## src/rtl/rtim_pkg.sv

```systemverilog
package rtim_pkg;
  localparam int RATE_W = 3;

  typedef enum logic {
    SRC_ICYC = 1'b0,
    SRC_FOSC = 1'b1
  } rtim_src_e;

  typedef struct packed {
    logic              run;
    rtim_src_e         src;
    logic [RATE_W-1:0] rate;
    logic              ie;
  } rtim_cfg_t;
endpackage

```

## src/rtl/rtim_prescaler.sv

```systemverilog
module rtim_prescaler #(
  parameter int RW = 3
) (
  input  logic          clk,
  input  logic          rst_n,
  input  logic          en,
  input  logic          src_pulse,
  input  logic [RW-1:0] rate,
  output logic          tick
);
  localparam int PW = 2 ** RW;

  logic [PW-1:0] div_q, div_d;
  logic [PW-1:0] mask;
  logic [RW-1:0] sel;

  // code 0 watches the top bit (slowest), the highest code watches bit 0
  always_comb begin
    sel = RW'(PW - 1) - rate;
    for (int i = 0; i < PW; i++) begin
      mask[i] = (i <= int'(sel));
    end
  end

  assign tick = en && src_pulse && ((div_q & mask) == mask);

  always_comb begin
    div_d = div_q;
    if (!en) begin
      div_d = '0;
    end else if (src_pulse) begin
      div_d = div_q + 1'b1;
    end
  end

  always_ff @(posedge clk or negedge rst_n) begin
    if (!rst_n) begin
      div_q <= '0;
    end else begin
      div_q <= div_d;
    end
  end
endmodule

```

## src/rtl/rtim_counter.sv

```systemverilog
module rtim_counter #(
  parameter int TW = 8
) (
  input  logic          clk,
  input  logic          rst_n,
  input  logic          tick,
  input  logic          wr_en,
  input  logic [TW-1:0] wr_data,
  input  logic          rld_en,
  input  logic [TW-1:0] rld_data,
  output logic [TW-1:0] count,
  output logic          ovf
);
  logic [TW-1:0] cnt_q, cnt_d;
  logic [TW-1:0] rld_q, rld_d;

  assign ovf = tick && !wr_en && (cnt_q == '1);

  always_comb begin
    cnt_d = cnt_q;
    if (wr_en) begin
      cnt_d = wr_data;
    end else if (ovf) begin
      cnt_d = rld_q;
    end else if (tick) begin
      cnt_d = cnt_q + 1'b1;
    end
    rld_d = rld_en ? rld_data : rld_q;
  end

  always_ff @(posedge clk or negedge rst_n) begin
    if (!rst_n) begin
      cnt_q <= '0;
      rld_q <= '0;
    end else begin
      cnt_q <= cnt_d;
      rld_q <= rld_d;
    end
  end

  assign count = cnt_q;
endmodule

```

## src/rtl/rtim_flag.sv

```systemverilog
module rtim_flag (
  input  logic clk,
  input  logic rst_n,
  input  logic set,
  input  logic clr,
  output logic flag
);
  logic flag_q, flag_d;

  // a set in the same cycle as a clear wins
  always_comb begin
    flag_d = flag_q;
    if (set) begin
      flag_d = 1'b1;
    end else if (clr) begin
      flag_d = 1'b0;
    end
  end

  always_ff @(posedge clk or negedge rst_n) begin
    if (!rst_n) begin
      flag_q <= 1'b0;
    end else begin
      flag_q <= flag_d;
    end
  end

  assign flag = flag_q;
endmodule

```

## src/rtl/reload_timer8.sv

```systemverilog
module reload_timer8
  import rtim_pkg::*;
#(
  parameter int TW = 8
) (
  input  logic              clk,
  input  logic              rst_n,
  input  logic              icyc_pulse,
  input  logic              fosc_pulse,
  input  logic              cfg_we,
  input  logic              cfg_run,
  input  logic              cfg_src,
  input  logic [RATE_W-1:0] cfg_rate,
  input  logic              cfg_ie,
  input  logic              cnt_we,
  input  logic [TW-1:0]     cnt_wdata,
  input  logic              rld_we,
  input  logic [TW-1:0]     rld_wdata,
  input  logic              flag_clr,
  input  logic              lowpwr,
  output logic [TW-1:0]     count,
  output logic              ovf_flag,
  output logic              irq,
  output logic              wake
);
  rtim_cfg_t cfg_q, cfg_d;
  logic      src_pulse;
  logic      tick;
  logic      ovf;

  always_comb begin
    cfg_d = cfg_q;
    if (cfg_we) begin
      cfg_d.run  = cfg_run;
      cfg_d.src  = rtim_src_e'(cfg_src);
      cfg_d.rate = cfg_rate;
      cfg_d.ie   = cfg_ie;
    end
  end

  always_ff @(posedge clk or negedge rst_n) begin
    if (!rst_n) begin
      cfg_q <= '0;
    end else begin
      cfg_q <= cfg_d;
    end
  end

  assign src_pulse = (cfg_q.src == SRC_FOSC) ? fosc_pulse : icyc_pulse;

  rtim_prescaler #(.RW(RATE_W)) u_pre (
    .clk       (clk),
    .rst_n     (rst_n),
    .en        (cfg_q.run),
    .src_pulse (src_pulse),
    .rate      (cfg_q.rate),
    .tick      (tick)
  );

  rtim_counter #(.TW(TW)) u_cnt (
    .clk      (clk),
    .rst_n    (rst_n),
    .tick     (tick),
    .wr_en    (cnt_we),
    .wr_data  (cnt_wdata),
    .rld_en   (rld_we),
    .rld_data (rld_wdata),
    .count    (count),
    .ovf      (ovf)
  );

  rtim_flag u_flag (
    .clk   (clk),
    .rst_n (rst_n),
    .set   (ovf),
    .clr   (flag_clr),
    .flag  (ovf_flag)
  );

  assign irq  = ovf_flag && cfg_q.ie;
  assign wake = irq && !lowpwr;
endmodule

```

## config.mk

```make
export PLATFORM = sky130hd
export DESIGN_NAME = reload_timer8
export DESIGN_NICKNAME = d
export VERILOG_FILES = /design/src/rtl/rtim_pkg.sv /design/src/rtl/rtim_prescaler.sv /design/src/rtl/rtim_counter.sv /design/src/rtl/rtim_flag.sv /design/src/rtl/reload_timer8.sv
export SDC_FILE = /design/constraint.sdc
export NUM_CORES = 1
export LEC_CHECK = 0
export BUFFER_PORTS_ARGS = -buffer_cell sky130_fd_sc_hd__buf_4
export CAP_MARGIN = 5
export CORE_AREA = 2 2 93 68
export CTS_CLUSTER_SIZE = 8
export DETAILED_ROUTE_END_ITERATION = 8
export DIE_AREA = 0 0 95 70
export GPL_ROUTABILITY_DRIVEN = 1
export GPL_TIMING_DRIVEN = 0
export SYNTH_ARGS = -nofsm -noshare
export SYNTH_HDL_FRONTEND = slang
export SYNTH_SLANG_ARGS = --single-unit
```

## constraint.sdc

```tcl
create_clock -name clk -period 2.1 [get_ports clk]
set_clock_uncertainty 0.1 [all_clocks]
set_input_delay 0.21 -clock clk [delete_from_list [all_inputs] [get_ports clk]]
set_output_delay 0.21 -clock clk [all_outputs]
set_load 0.02 [all_outputs]
```

# Word-level counts from Yosys, hierarchy flattened
# Cells that the tools add are included.
[op_classes]
mux = 8
bitwise = 1
n_eq_ne = 3
n_reduce_logical = 10
magnitude_cmp = 7
add_sub_neg = 3
[ops]
columns = ["operator", "n"]
rows = [
  ["$mux 8", 5],
  ["$add 8x1->8 const B", 2],
  ["$le 3x3->1 const A", 4],
  ["$and 8x8->8", 1],
  ["$eq 8x8->1", 1],
  ["$eq 8x8->1 const B", 1],
  ["$le 2x3->1 const A", 2],
  ["$logic_and 1x1->1", 6],
  ["$le 1x3->1 const A", 1],
  ["$mux 1", 3],
  ["$reduce_bool 3->1", 1],
  ["$sub 3x3->3 const A", 1],
  ["$logic_not 1->1", 2],
  ["$ne 2x1->1 const B", 1],
  ["$reduce_bool 2->1", 1],
]
[word_totals]
register_bits = 31
elab_cells = 40
inputBits = 31

# Logic depth before layout (Yosys ltp)
[depth]
word_depth = 9
ltp_mapped = 6

# Cells and area by module
# From an unflattened synthesis, not the netlist that was laid out.
[unflattened]
cells_unflattened = 149
area_unflattened_um2 = 1601.5
[by_module_without_submodules]
columns = ["mod", "area_each_um2", "cells_per_inst", "instances", "seq_area_each_um2"]
rows = [
  ["rtim_counter", 848.3, 83, 1, 400.4],
  ["rtim_prescaler", 439.2, 47, 1, 200.2],
  ["reload_timer8", 277.8, 16, 1, 150.1],
  ["rtim_flag", 36.3, 3, 1, 25.0],
]

# Worst setup path after synthesis
# Ideal clock, no wire load.
[synth_timing]
path_kind = "reg2reg"
startpoint = "register u_cnt.cnt_q[5] (netlist: u_cnt.count[5])"
endpoint = "register u_cnt.cnt_q[1] (netlist: u_cnt.count[1])"
period_less_slack_ns = 1.813
n_path_buf = 1
arrival_time_ns = 1.581
setup_slack_ns = 0.287
path_stages_with_launch = 7
cell_sequence = "dfrtp_1 and4b_1 buf_2 and3_4 mux2_1 mux2i_1 o21ai_1"
[synth_via]
elab_chain_cells = 4
word_cells_on_any_way = 5
cone_classes = "eq/ne: 1; mux: 2; reduce/logical: 2"
[synth_rtl]
columns = ["item", "line", "rtl"]
rows = [
  ["start: declaration", "rtim_counter.sv:14", "logic [TW-1:0] cnt_q, cnt_d;"],
  ["start signal: assignment", "rtim_counter.sv:36", "cnt_q <= cnt_d;"],
  ["$eq 8x8->1 (*)", "rtim_counter.sv:17", "assign ovf = tick && !wr_en && (cnt_q == '1);"],
  ["$logic_and 1x1->1 (*)", "rtim_counter.sv:17", ""],
  ["$mux 8", "rtim_counter.sv:23", "end else if (ovf) begin"],
  ["$mux 8", "rtim_counter.sv:21", "if (wr_en) begin"],
]
# Mark *: on every way between the ends. The rest lies on a longest branch, timed or not.
# A chain may end at the register's enable or synchronous reset.

# Worst setup path in the final report
[layout_timing]
startpoint = "register u_cnt.cnt_q[2] (netlist: u_cnt.count[2])"
endpoint = "register u_cnt.cnt_q[1] (netlist: u_cnt.count[1])"
# Same word-level chain as after synthesis.

==> results_dict.tcl <==
set metrics [dict create \
    ys_seq_area_frac 0.465 \
    timing.fmax_mhz 536 \
    cts.clk_slew.worst_paths_ps 70 \
    track_usage 0.126 \
    grt_first_pass_wirelength_um 6520 \
    grt_max_degree 32 \
    fp.coreArea_mm2 0.00592 \
    syn_nets 186 \
    synthDistinctLibCells 45 \
    cp_max_fo 8 \
    design_area_mm2 0.00217 \
    firstDrtPassIters 4 \
    htreeDepth 2 \
    place_ws_ps 260 \
    syn2layout_area_growth_pct 29.9 \
    overflow 0 \
    grt_antenna_before_repair 0 \
    ir_drop_mv 0.269 \
    ys_ff_latch 31 \
    clock_path_buffers 2 \
    cts_setup_buffers 0 \
    syn_inst 153 \
    period_minus_slack_ps 1860 \
    fill_cells 602 \
    ys.flop_type "dfrtp_1" \
    p_leak_nw 0.951 \
    yosys_warnings 0 \
    start_kind "flop" \
    yosysTopAreaCellShare 0.465 \
    fin_cells 280 \
    r2r_cells 6 \
    vias_per_cell 4.85 \
    initial_core_util 0.282 \
    vias 1358 \
    post_drt_wl_per_cell_um 13.6 \
    crit_slowest_cell "dfrtp_1" \
    rsz0062_at_grt "no" \
    io_pins 42 \
    grt_pass1_vias 1314 \
    worstSkewPairLatency_ps 280 \
    wl_um 3810 \
    remaining_drc_errors 0 \
    tightest_slew_ps 484 \
    maxCapViolations 0 \
    root_buffer "clkbuf_8" \
    p_per_area_mw_per_mm2 652 \
    outcome "finished clean" \
    tns_ps 0 \
    dpl.hpwl_um 2750 \
    worstPathBufferInverterCount 1 \
    max_stage_delay_ps 510 \
    whs_ps 29.9 \
    relSlewSlack 0.677 \
    ys_top_cells_by_area "dfrtp_1 (47%), mux2_2 (8.8%), nand3_1 (3.3%), nand2_1 (3.2%), mux2i_1 (3.0%)" \
    layout_setup_ws_ps 235 \
    synth-async-reset-ratio 1.00 \
    synth.largest_area_cell "dfrtp_1" \
    hold_violations 0 \
    dieArea_mm2 0.00665 \
    drt_iter0_markers 67 \
    antenna_left 0 \
    path_class "reg -> reg" \
    synth_edf_count 0 \
    cts.repair.resized 0 \
    final_util 0.366 \
    die_w_um 95 \
    critPathCaptureType "flop" \
    die_h_um 70 \
    io_buffers 39 \
    setup_viol 0 \
    hp-class "in -> reg" \
    rows 24 \
    finalCritPeriodShare 0.888 \
    postPlaceCellArea_mm2 0.00206 \
    p_total_mw 1.41 \
    syn_avg_cell_area_um2 10.9 \
    place_congestion 0.835 \
    layout-drive-gt1-share 0.371 \
    required_ps 2160 \
    final_nets 234 \
    crit_arrival_ps 1920 \
    cts_buffers 5 \
    clock_sinks 31 \
    cp.depth 6 \
    netlist_area_mm2 0.00167 \
    worstPathCellList "and3_1, buf_2, and3_4, mux2_1, mux2i_1, o21ai_1" \
    holdPathStages 3 \
    dp.cells 270 \
    diodes 0 \
    slew_viol_final 0 \
    critPathTopFamily "flip-flops" \
    cts_tree "yes" \
]
==> cell type report <==
| cell class | count | area [µm²] | area share |
|---|---|---|---|
| tap | 78 | 97.6 | 0.0450 |
| buffer | 8 | 60.1 | 0.0277 |
| sequential | 31 | 776 | 0.358 |
| clock inverter | 3 | 20.0 | 0.00924 |
| inverter | 3 | 11.3 | 0.00520 |
| multi-input combinational | 111 | 821 | 0.379 |
| clock buffer | 5 | 68.8 | 0.0318 |
| timing repair buffer | 41 | 313 | 0.144 |
==> tightest hold or removal path: cells and delay by family <==
family,cells,cell delay [ps]
and+or+nand+nor,1,40
buffers and inverters,1,80
AOI/OAI and AO/OA,1,50
==> sequential cells by signal, indices dropped and copies added, names as in the netlist <==
| name | cells |
|---|---|
| u_cnt.rld_q | 8 |
| u_flag.flag | 1 |
| cfg_q | 6 |
| u_cnt.count | 8 |
| u_pre.div_q | 8 |
==> worst paths after layout <==
path / start / endpoint / slack (ps)
hold / removal: cnt_wdata[3] / u_cnt.count[3]$_DFFE_PN0P_ / 30
max in group asynchronous: rst_n / u_pre.div_q[2]$_DFFE_PN0P_ / 1300
hold reg to reg: u_cnt.rld_q[1]$_DFFE_PN0P_ / u_cnt.rld_q[1]$_DFFE_PN0P_ / 410
setup / recovery: u_cnt.count[2]$_DFFE_PN0P_ / u_cnt.count[1]$_DFFE_PN0P_ / 240
setup reg to reg: u_cnt.count[2]$_DFFE_PN0P_ / u_cnt.count[1]$_DFFE_PN0P_ / 240
min in group asynchronous: rst_n / u_cnt.count[7]$_DFFE_PN0P_ / 300
==> logic make-up (layout without fill, tap and decap cells) <==
family | Yosys count | after routing | synth area share
buffers and inverters | 11 | 60 | 0.0428
multiplexers | 20 | 20 | 0.133
AND/OR/NAND/NOR | 51 | 51 | 0.173
adder cells (fa/ha/maj) | 2 | 2 | 0.0150
XOR/XNOR | 7 | 7 | 0.0368
AO/OA/AOI/OAI | 31 | 31 | 0.134
flip-flops | 31 | 31 | 0.465
==> per-layer routing <==
metal,part of all wire,GRT usage,vias to the layer above
li1,-,-,657
met1,0.52,0.192,654
met2,0.40,0.168,42
met3,0.068,0.0410,5
met4,0.011,0.0386,0
met5,0,0,-
==> placed cells by master (no fill, tap or decap), drive strengths merged, types with 2 or more instances in the layout <==
cell type    netlist  layout
dfrtp             31      31
a21oi              5       5
and2               5       5
clkbuf             3       8
nand3             11      11
ha                 2       2
clkinvlp           0       2
xor2               5       5
and4b              2       2
nand4              3       3
and3               4       4
a31oi              2       2
nor2b              5       5
nor3b              2       2
inv                3       3
mux2i              6       6
mux2              14      14
o21ai              9       9
a41oi              3       3
nand2             14      14
xnor2              2       2
buf                5      44
nor2               3       3
dlygate4sd3        0       2
a211oi             2       2
==> cells in the mapped netlist (2+ instances only) <==
| master | n |
|---|---|
| nand3_1 | 11 |
| nor2_1 | 3 |
| buf_2 | 2 |
| a31oi_1 | 2 |
| ha_1 | 2 |
| and3_1 | 2 |
| inv_1 | 3 |
| dfrtp_1 | 31 |
| clkbuf_1 | 3 |
| mux2_2 | 13 |
| o21ai_0 | 5 |
| a41oi_1 | 2 |
| nand4_1 | 3 |
| mux2i_1 | 5 |
| and2_1 | 5 |
| xnor2_1 | 2 |
| nand2_1 | 14 |
| nor2b_1 | 5 |
| xor2_1 | 5 |
| and3_4 | 2 |
| o21ai_1 | 4 |
| a21oi_1 | 5 |
| nor3b_1 | 2 |
==> timing repair <==
| action | CTS | global route |
|---|---|---|
| hold buffers | 2 | 0 |
| endpoints found under the hold margin | 32 | 0 |
| endpoints found under the setup margin | 0 | 0 |
==> report_power, final <==
part	switching (mW)	internal, mW
Sequential	0.0614	0.645
Clock	0.243	0.230
Combinational	0.103	0.130
Power figures use the tool's default switching activity.
